$ cat src/rtl/casc_pkg.sv
package casc_pkg;
  typedef enum logic {DIR_UP = 1'b0, DIR_DOWN = 1'b1} dir_e;
  localparam int unsigned N_HALVES = 2;
endpackage

$ cat src/rtl/casc_half.sv
module casc_half
  import casc_pkg::*;
#(
  parameter int unsigned W = 32
) (
  input  logic         clk_i,
  input  logic         rst_ni,
  input  logic         ld_i,
  input  logic [W-1:0] ld_val_i,
  input  logic         step_i,
  input  dir_e         dir_i,
  output logic [W-1:0] val_o,
  output logic         wrap_o
);
  localparam logic [W-1:0] ONES = '1;
  logic [W-1:0] val_q;

  assign wrap_o = step_i & ((dir_i == DIR_DOWN) ? (val_q == '0) : (val_q == ONES));
  assign val_o  = val_q;

  always_ff @(posedge clk_i or negedge rst_ni) begin
    if (!rst_ni)     val_q <= '0;
    else if (ld_i)   val_q <= ld_val_i;
    else if (step_i) val_q <= (dir_i == DIR_DOWN) ? val_q - 1'b1 : val_q + 1'b1;
  end
endmodule

$ cat src/rtl/casc_capture.sv
module casc_capture #(
  parameter int unsigned W2            = 64,
  parameter bit          TRIG_ACT_HIGH = 1'b1
) (
  input  logic          clk_i,
  input  logic          rst_ni,
  input  logic          trig_i,
  input  logic          arm_i,
  input  logic          overwrite_i,
  input  logic          read_i,
  input  logic [W2-1:0] cnt_i,
  output logic          evt_o,
  output logic [W2-1:0] cap_o
);
  logic trig_n, s1_q, s2_q, full_q, wr;
  logic [W2-1:0] cap_q;

  assign trig_n = TRIG_ACT_HIGH ? trig_i : ~trig_i;
  assign evt_o  = arm_i & s1_q & ~s2_q;
  assign wr     = evt_o & (overwrite_i | ~full_q);
  assign cap_o  = cap_q;

  always_ff @(posedge clk_i or negedge rst_ni) begin
    if (!rst_ni) begin
      s1_q <= 1'b0;
      s2_q <= 1'b0;
    end else begin
      s1_q <= trig_n;
      s2_q <= s1_q;
    end
  end

  always_ff @(posedge clk_i or negedge rst_ni) begin
    if (!rst_ni) begin
      cap_q  <= '0;
      full_q <= 1'b0;
    end else if (wr) begin
      cap_q  <= cnt_i;
      full_q <= 1'b1;
    end else if (read_i) begin
      full_q <= 1'b0;
    end
  end
endmodule

$ cat src/rtl/casc_seq.sv
module casc_seq (
  input  logic clk_i,
  input  logic rst_ni,
  input  logic load_i,
  input  logic run_i,
  input  logic freeze_i,
  input  logic gen_mode_i,
  input  logic auto_i,
  input  logic lo_wrap_i,
  input  logic hi_wrap_i,
  input  logic cap_evt_i,
  input  logic irq_clr_i,
  output logic adv_o,
  output logic fire_o,
  output logic carry_o,
  output logic flag_o
);
  logic carry_q, evt_q, gen_q, done_q, flag_q, restart;

  assign adv_o   = run_i & ~freeze_i & ~done_q;
  assign fire_o  = gen_q & adv_o;
  assign restart = load_i | (fire_o & auto_i);
  assign carry_o = carry_q;
  assign flag_o  = flag_q;

  // carry -> full wrap -> pulse stage, each registered
  always_ff @(posedge clk_i or negedge rst_ni) begin
    if (!rst_ni) begin
      carry_q <= 1'b0;
      evt_q   <= 1'b0;
      gen_q   <= 1'b0;
      done_q  <= 1'b0;
    end else if (restart) begin
      carry_q <= 1'b0;
      evt_q   <= 1'b0;
      gen_q   <= 1'b0;
      if (load_i) done_q <= 1'b0;
    end else if (adv_o) begin
      carry_q <= lo_wrap_i;
      evt_q   <= hi_wrap_i & gen_mode_i;
      gen_q   <= evt_q;
      if (fire_o) done_q <= 1'b1;
    end
  end

  always_ff @(posedge clk_i or negedge rst_ni) begin
    if (!rst_ni)                   flag_q <= 1'b0;
    else if (fire_o || cap_evt_i)  flag_q <= 1'b1;
    else if (irq_clr_i)            flag_q <= 1'b0;
  end
endmodule

$ cat src/rtl/casc_timer.sv
module casc_timer
  import casc_pkg::*;
#(
  parameter int unsigned CNT_W         = 32,
  parameter bit          TRIG_ACT_HIGH = 1'b1
) (
  input  logic             clk_i,
  input  logic             rst_ni,
  input  logic [CNT_W-1:0] load_lo_i,
  input  logic [CNT_W-1:0] load_hi_i,
  input  logic             cascade_i,
  input  logic             enable_i,
  input  logic             load_i,
  input  logic             auto_reload_i,
  input  logic             count_down_i,
  input  logic             capture_mode_i,
  input  logic             gen_en_i,
  input  logic             irq_en_i,
  input  logic             irq_clr_i,
  input  logic             cap_read_i,
  input  logic             trig_i,
  input  logic             freeze_i,
  output logic [CNT_W-1:0] cnt_lo_o,
  output logic [CNT_W-1:0] cnt_hi_o,
  output logic [CNT_W-1:0] cap_lo_o,
  output logic [CNT_W-1:0] cap_hi_o,
  output logic             gen0_o,
  output logic             gen1_o,
  output logic             int_flag_o,
  output logic             irq_o
);
  localparam int unsigned FULL_W = 2 * CNT_W;

  logic run, adv, fire, carry_q, reload, ld, cap_evt;
  dir_e dir;
  logic [N_HALVES-1:0]            step, wrap;
  logic [N_HALVES-1:0][CNT_W-1:0] ld_val, val;
  logic [FULL_W-1:0]              cap;

  assign run     = cascade_i & enable_i & ~load_i;
  assign dir     = count_down_i ? DIR_DOWN : DIR_UP;
  assign reload  = fire & auto_reload_i;
  assign ld      = load_i | reload;
  assign step[0] = adv & ~fire;
  assign step[1] = adv & carry_q & ~fire;
  assign ld_val[0] = load_lo_i;
  assign ld_val[1] = load_hi_i;

  for (genvar g = 0; g < N_HALVES; g++) begin : g_half
    casc_half #(.W(CNT_W)) i_half (
      .clk_i    (clk_i),
      .rst_ni   (rst_ni),
      .ld_i     (ld),
      .ld_val_i (ld_val[g]),
      .step_i   (step[g]),
      .dir_i    (dir),
      .val_o    (val[g]),
      .wrap_o   (wrap[g])
    );
  end

  casc_seq i_seq (
    .clk_i      (clk_i),
    .rst_ni     (rst_ni),
    .load_i     (load_i),
    .run_i      (run),
    .freeze_i   (freeze_i),
    .gen_mode_i (~capture_mode_i),
    .auto_i     (auto_reload_i),
    .lo_wrap_i  (wrap[0]),
    .hi_wrap_i  (wrap[1]),
    .cap_evt_i  (cap_evt),
    .irq_clr_i  (irq_clr_i),
    .adv_o      (adv),
    .fire_o     (fire),
    .carry_o    (carry_q),
    .flag_o     (int_flag_o)
  );

  casc_capture #(.W2(FULL_W), .TRIG_ACT_HIGH(TRIG_ACT_HIGH)) i_cap (
    .clk_i       (clk_i),
    .rst_ni      (rst_ni),
    .trig_i      (trig_i),
    .arm_i       (run & capture_mode_i),
    .overwrite_i (auto_reload_i),
    .read_i      (cap_read_i),
    .cnt_i       ({val[1], val[0]}),
    .evt_o       (cap_evt),
    .cap_o       (cap)
  );

  assign cnt_lo_o = val[0];
  assign cnt_hi_o = val[1];
  assign cap_lo_o = cap[CNT_W-1:0];
  assign cap_hi_o = cap[FULL_W-1:CNT_W];
  assign gen0_o   = gen_en_i & fire;
  assign gen1_o   = gen_en_i & ~capture_mode_i & adv & carry_q;
  assign irq_o    = int_flag_o & irq_en_i;
endmodule

$ cat config.mk
export PLATFORM = sky130hd
export DESIGN_NAME = casc_timer
export DESIGN_NICKNAME = d
export VERILOG_FILES = /design/src/rtl/casc_pkg.sv /design/src/rtl/casc_half.sv /design/src/rtl/casc_capture.sv /design/src/rtl/casc_seq.sv /design/src/rtl/casc_timer.sv
export SDC_FILE = /design/constraint.sdc
export NUM_CORES = 1
export LEC_CHECK = 0
export BUFFER_PORTS_ARGS = -buffer_cell sky130_fd_sc_hd__buf_2
export CAP_MARGIN = 20
export CORE_MARGIN = 5
export CORE_UTILIZATION = 45
export DETAILED_ROUTE_END_ITERATION = 10
export GPL_ROUTABILITY_DRIVEN = 0
export PLACE_DENSITY = 0.69
export SLEW_MARGIN = 5
export SYNTH_ARGS = -nofsm -noshare
export SYNTH_HDL_FRONTEND = slang
export SYNTH_SLANG_ARGS = --single-unit
$ cat constraint.sdc
create_clock -name clk_i -period 5.4 [get_ports clk_i]
set_input_delay 0.81 -clock clk_i [delete_from_list [all_inputs] [get_ports clk_i]]
set_output_delay 0.81 -clock clk_i [all_outputs]
set_load 0.01 [all_outputs]
==> results.md <==
- Tcrit/Tclk final: 0.7734
- Number of antenna violations at the first check in global routing: 2
- Met2 routed WL: 11740 um
- Synth area leaders: dfrtp_1 (39%), ha_1 (8.6%), mux2_2 (8.4%)
- Cell with the most instances after synthesis: dfrtp_1
- Hold-fix buffers, CTS: 0
- Syn Std Cell Area: 8735 um^2
- Highest routed layer: met5
- Slew @ Worst Pin: 1.060 ns
- CTS Buf Count: 17
- Final core occ: 0.5535
- HP Class: in -> async
- CP arrival: 4.48 ns
- Fill cells: 1812
- Placed cell area: 10050 um^2
- Area Overhead vs Synth: 22.12%
- Highest clock rate: 239.5 MHz
- Max VDD drop: 234.8 uV
- Max clock buf depth: 2
- Die Span Y: 149.3 um
- Number of cell rows: 51
- Non-filler cells, final: 1392
- Mapped Nets: 1058
- Startpoint Class: input pin
- Max cap viols: 0
- Total track usage: 0.2391
- Post-CTS setup buffer count: 0
- Met3 WL: 1684 um
- Pre-Repair DR Iteration Count: 4
- HPWL after DPL: 19130 um
- Yosys reg bits: 136
- Library cells used by synthesis: 60
- Largest net degree at the start of global routing: 81
- Dpl cells: 1359
- Yosys top cell by area: dfrtp_1
- Initial DRC count: 486
- M1 WL: 12430 um
- Top FF cell, synth: dfrtp_1
- Grt total ovfl: 0
- Period minus WS final: 4.176 ns
- Design Area, Final: 10670 um^2
- Final setup viols: 0
- Critical path required time: 5.70 ns
- Crit Path Max Fanout: 42
- Final Hold Viols: 0
- Worst-Skew Late Latency: 0.43 ns
- Nets: 1254
- Via count: 8099
- Status: complete, no violations
- I/O Buffers: 209
- TritonCTS clock tree: done
- Sequential fraction of the synthesis area: 0.3896
- Overall Power: 3.736 mW
- Via/cell ratio: 5.818
- Mean post-synth cell area: 9.515 um^2
- Core area: 19270 um^2
- Post-CTS resize count: 0
- Crit. End Element: flop
- CTS H-tree depth: 4
- Pwr Density: 350.2 nW/um^2
- Fraction of layout cells with a size suffix above 1: 0.2886
- Cells after Synth: 918
- RSZ-0062 raised after global routing: no
- Avg WL per Cell: 19.05 um
- Clock transition at path regs: 0.06 ns
- Die Area: 22300 um^2
- Die width: 149.3 um
- I/O pin count: 210
- Synth Warn #: 0
- Static Leak: 5.054 nW
- Setup CP Type: in -> reg
- Vias in the first global route: 8076
- Initial Utilization: 0.4533
- DRT antenna net count: 0
- Top cell type's share of synthesized area: 0.3896
- Max-slew violations: 0
- Clock sink count: 136
- First-pass GRT wire length: 42600 um
- Setup Skew: 0.008037 ns
- Clock Root Buffer: clkbuf_16
- Async S/R FF share, synth: 1.000
- Total Neg Setup Slack: 0 ns
- Synth top cells by count: dfrtp_1 (136), a21oi_1 (92), mux2_2 (65), nand2_1 (65), ha_1 (60)
- Drt drc: 0
- Post-synth EDFFs: 0
- Max-slew headroom: 0.2937
- Routed WL: 26520 um
[registers in the layout (all words and copies together), names as in the netlist]
signal / cells
i_cap.full_q: 1
i_cap.s1_q: 1
i_seq.flag_o: 1
g_half.i_half.val_o: 64
i_cap.cap_o: 64
i_seq.done_q: 1
i_seq.evt_q: 1
i_seq.carry_o: 1
i_cap.s2_q: 1
i_seq.gen_q: 1
[cell usage in the layout (no fill, tap or decap), types with 3 or more instances in the layout]
cell type	n
buf_2	208
dfrtp_1	136
a21oi_1	91
mux2_2	65
nand2_1	65
ha_1	60
nor2_1	50
o21ai_1	48
a22oi_1	32
o21ai_0	31
xnor2_1	29
xor2_1	27
nand4_1	22
a21o_1	20
nor4_1	20
nand3_1	17
clkbuf_16	17
inv_1	16
and3_1	13
o22ai_1	13
nor2b_1	12
nor3_1	11
o21bai_1	11
buf_4	9
nand2b_1	8
and2_1	6
a221o_1	6
o31ai_1	5
a31oi_1	5
a211oi_1	4
nor3b_1	4
a221oi_1	3
a311oi_1	3
mux2i_1	3
and4_1	3
bufinv_16	3
clkinv_4	3
clkinvlp_4	3
[cell type report]
cell class | count | area, um^2 | area share
antenna | 1 | 2.502 | 0.0002346
clock buffer | 20 | 456.7 | 0.04282
clock inverter | 11 | 148.9 | 0.01396
inverter | 17 | 63.81 | 0.005982
multi-input combinational | 723 | 5129 | 0.4808
sequential | 136 | 3403 | 0.3191
tap | 265 | 331.6 | 0.03108
timing repair buffer | 219 | 1131 | 0.1060
[path summary, 6_finish.rpt]
| path | start | endpoint | slack (ns) | cells after the start |
|---|---|---|---|---|
| setup / recovery | count_down_i | g_half[1].i_half.val_o[30] | 1.22 | 12 |
| hold / removal | rst_ni | i_cap.cap_o[13] | 0.41 | 1 |
| setup reg to reg | g_half[1].i_half.val_o[0] | g_half[1].i_half.val_o[30] | 2.10 | 11 |
| hold reg to reg | i_cap.s1_q | i_cap.s2_q | 0.44 | 0 |
| max in group asynchronous | rst_ni | i_cap.cap_o[45] | 3.74 | 2 |
| min in group clk_i | i_cap.s1_q | i_cap.s2_q | 0.44 | 0 |
[routing by layer]
layer	global-route usage	vias to the layer above
met2	0.3673	293
li1	-	3843
met4	0.08192	2
met1	0.3387	3909
met3	0.04679	52
met5	0	-
[power by group]
part	leakage [nW]	switching, mW	internal [mW]
logic	3.07	0.656	0.518
registers	1.70	0.163	1.18
clock network	0.288	0.474	0.748
total	5.05	1.29	2.44
[per-stage QoR]
stage | worst slack (ns) | hold WS, ns
floorplan | 2.279 | 0.3540
global placement | 1.059 | 0.4098
detailed placement | 0.9842 | 0.4212
CTS | 1.352 | 0.4334
global route | 1.048 | 0.4363
finish | 1.224 | 0.4141
[worst max-delay path: stages]
cell and delay (ns):
buf_2 0.77, buf_4 0.50, ha_1 0.39, a21o_1 0.20
a21oi_1 0.25, o21ai_1 0.11, nor3_1 0.47, nor4_1 0.14
o31ai_1 0.37, o221ai_1 0.21, xnor2_1 0.17, o21ai_1 0.07
[cells by family after synthesis]
logic type / share of synthesized area
compound gates: 0.2116
xor+xnor: 0.05615
fa+ha+maj: 0.09053
buf+inv: 0.02564
flops: 0.3896
mux: 0.08724
simple gates: 0.1392
Power figures use the tool's default switching activity.
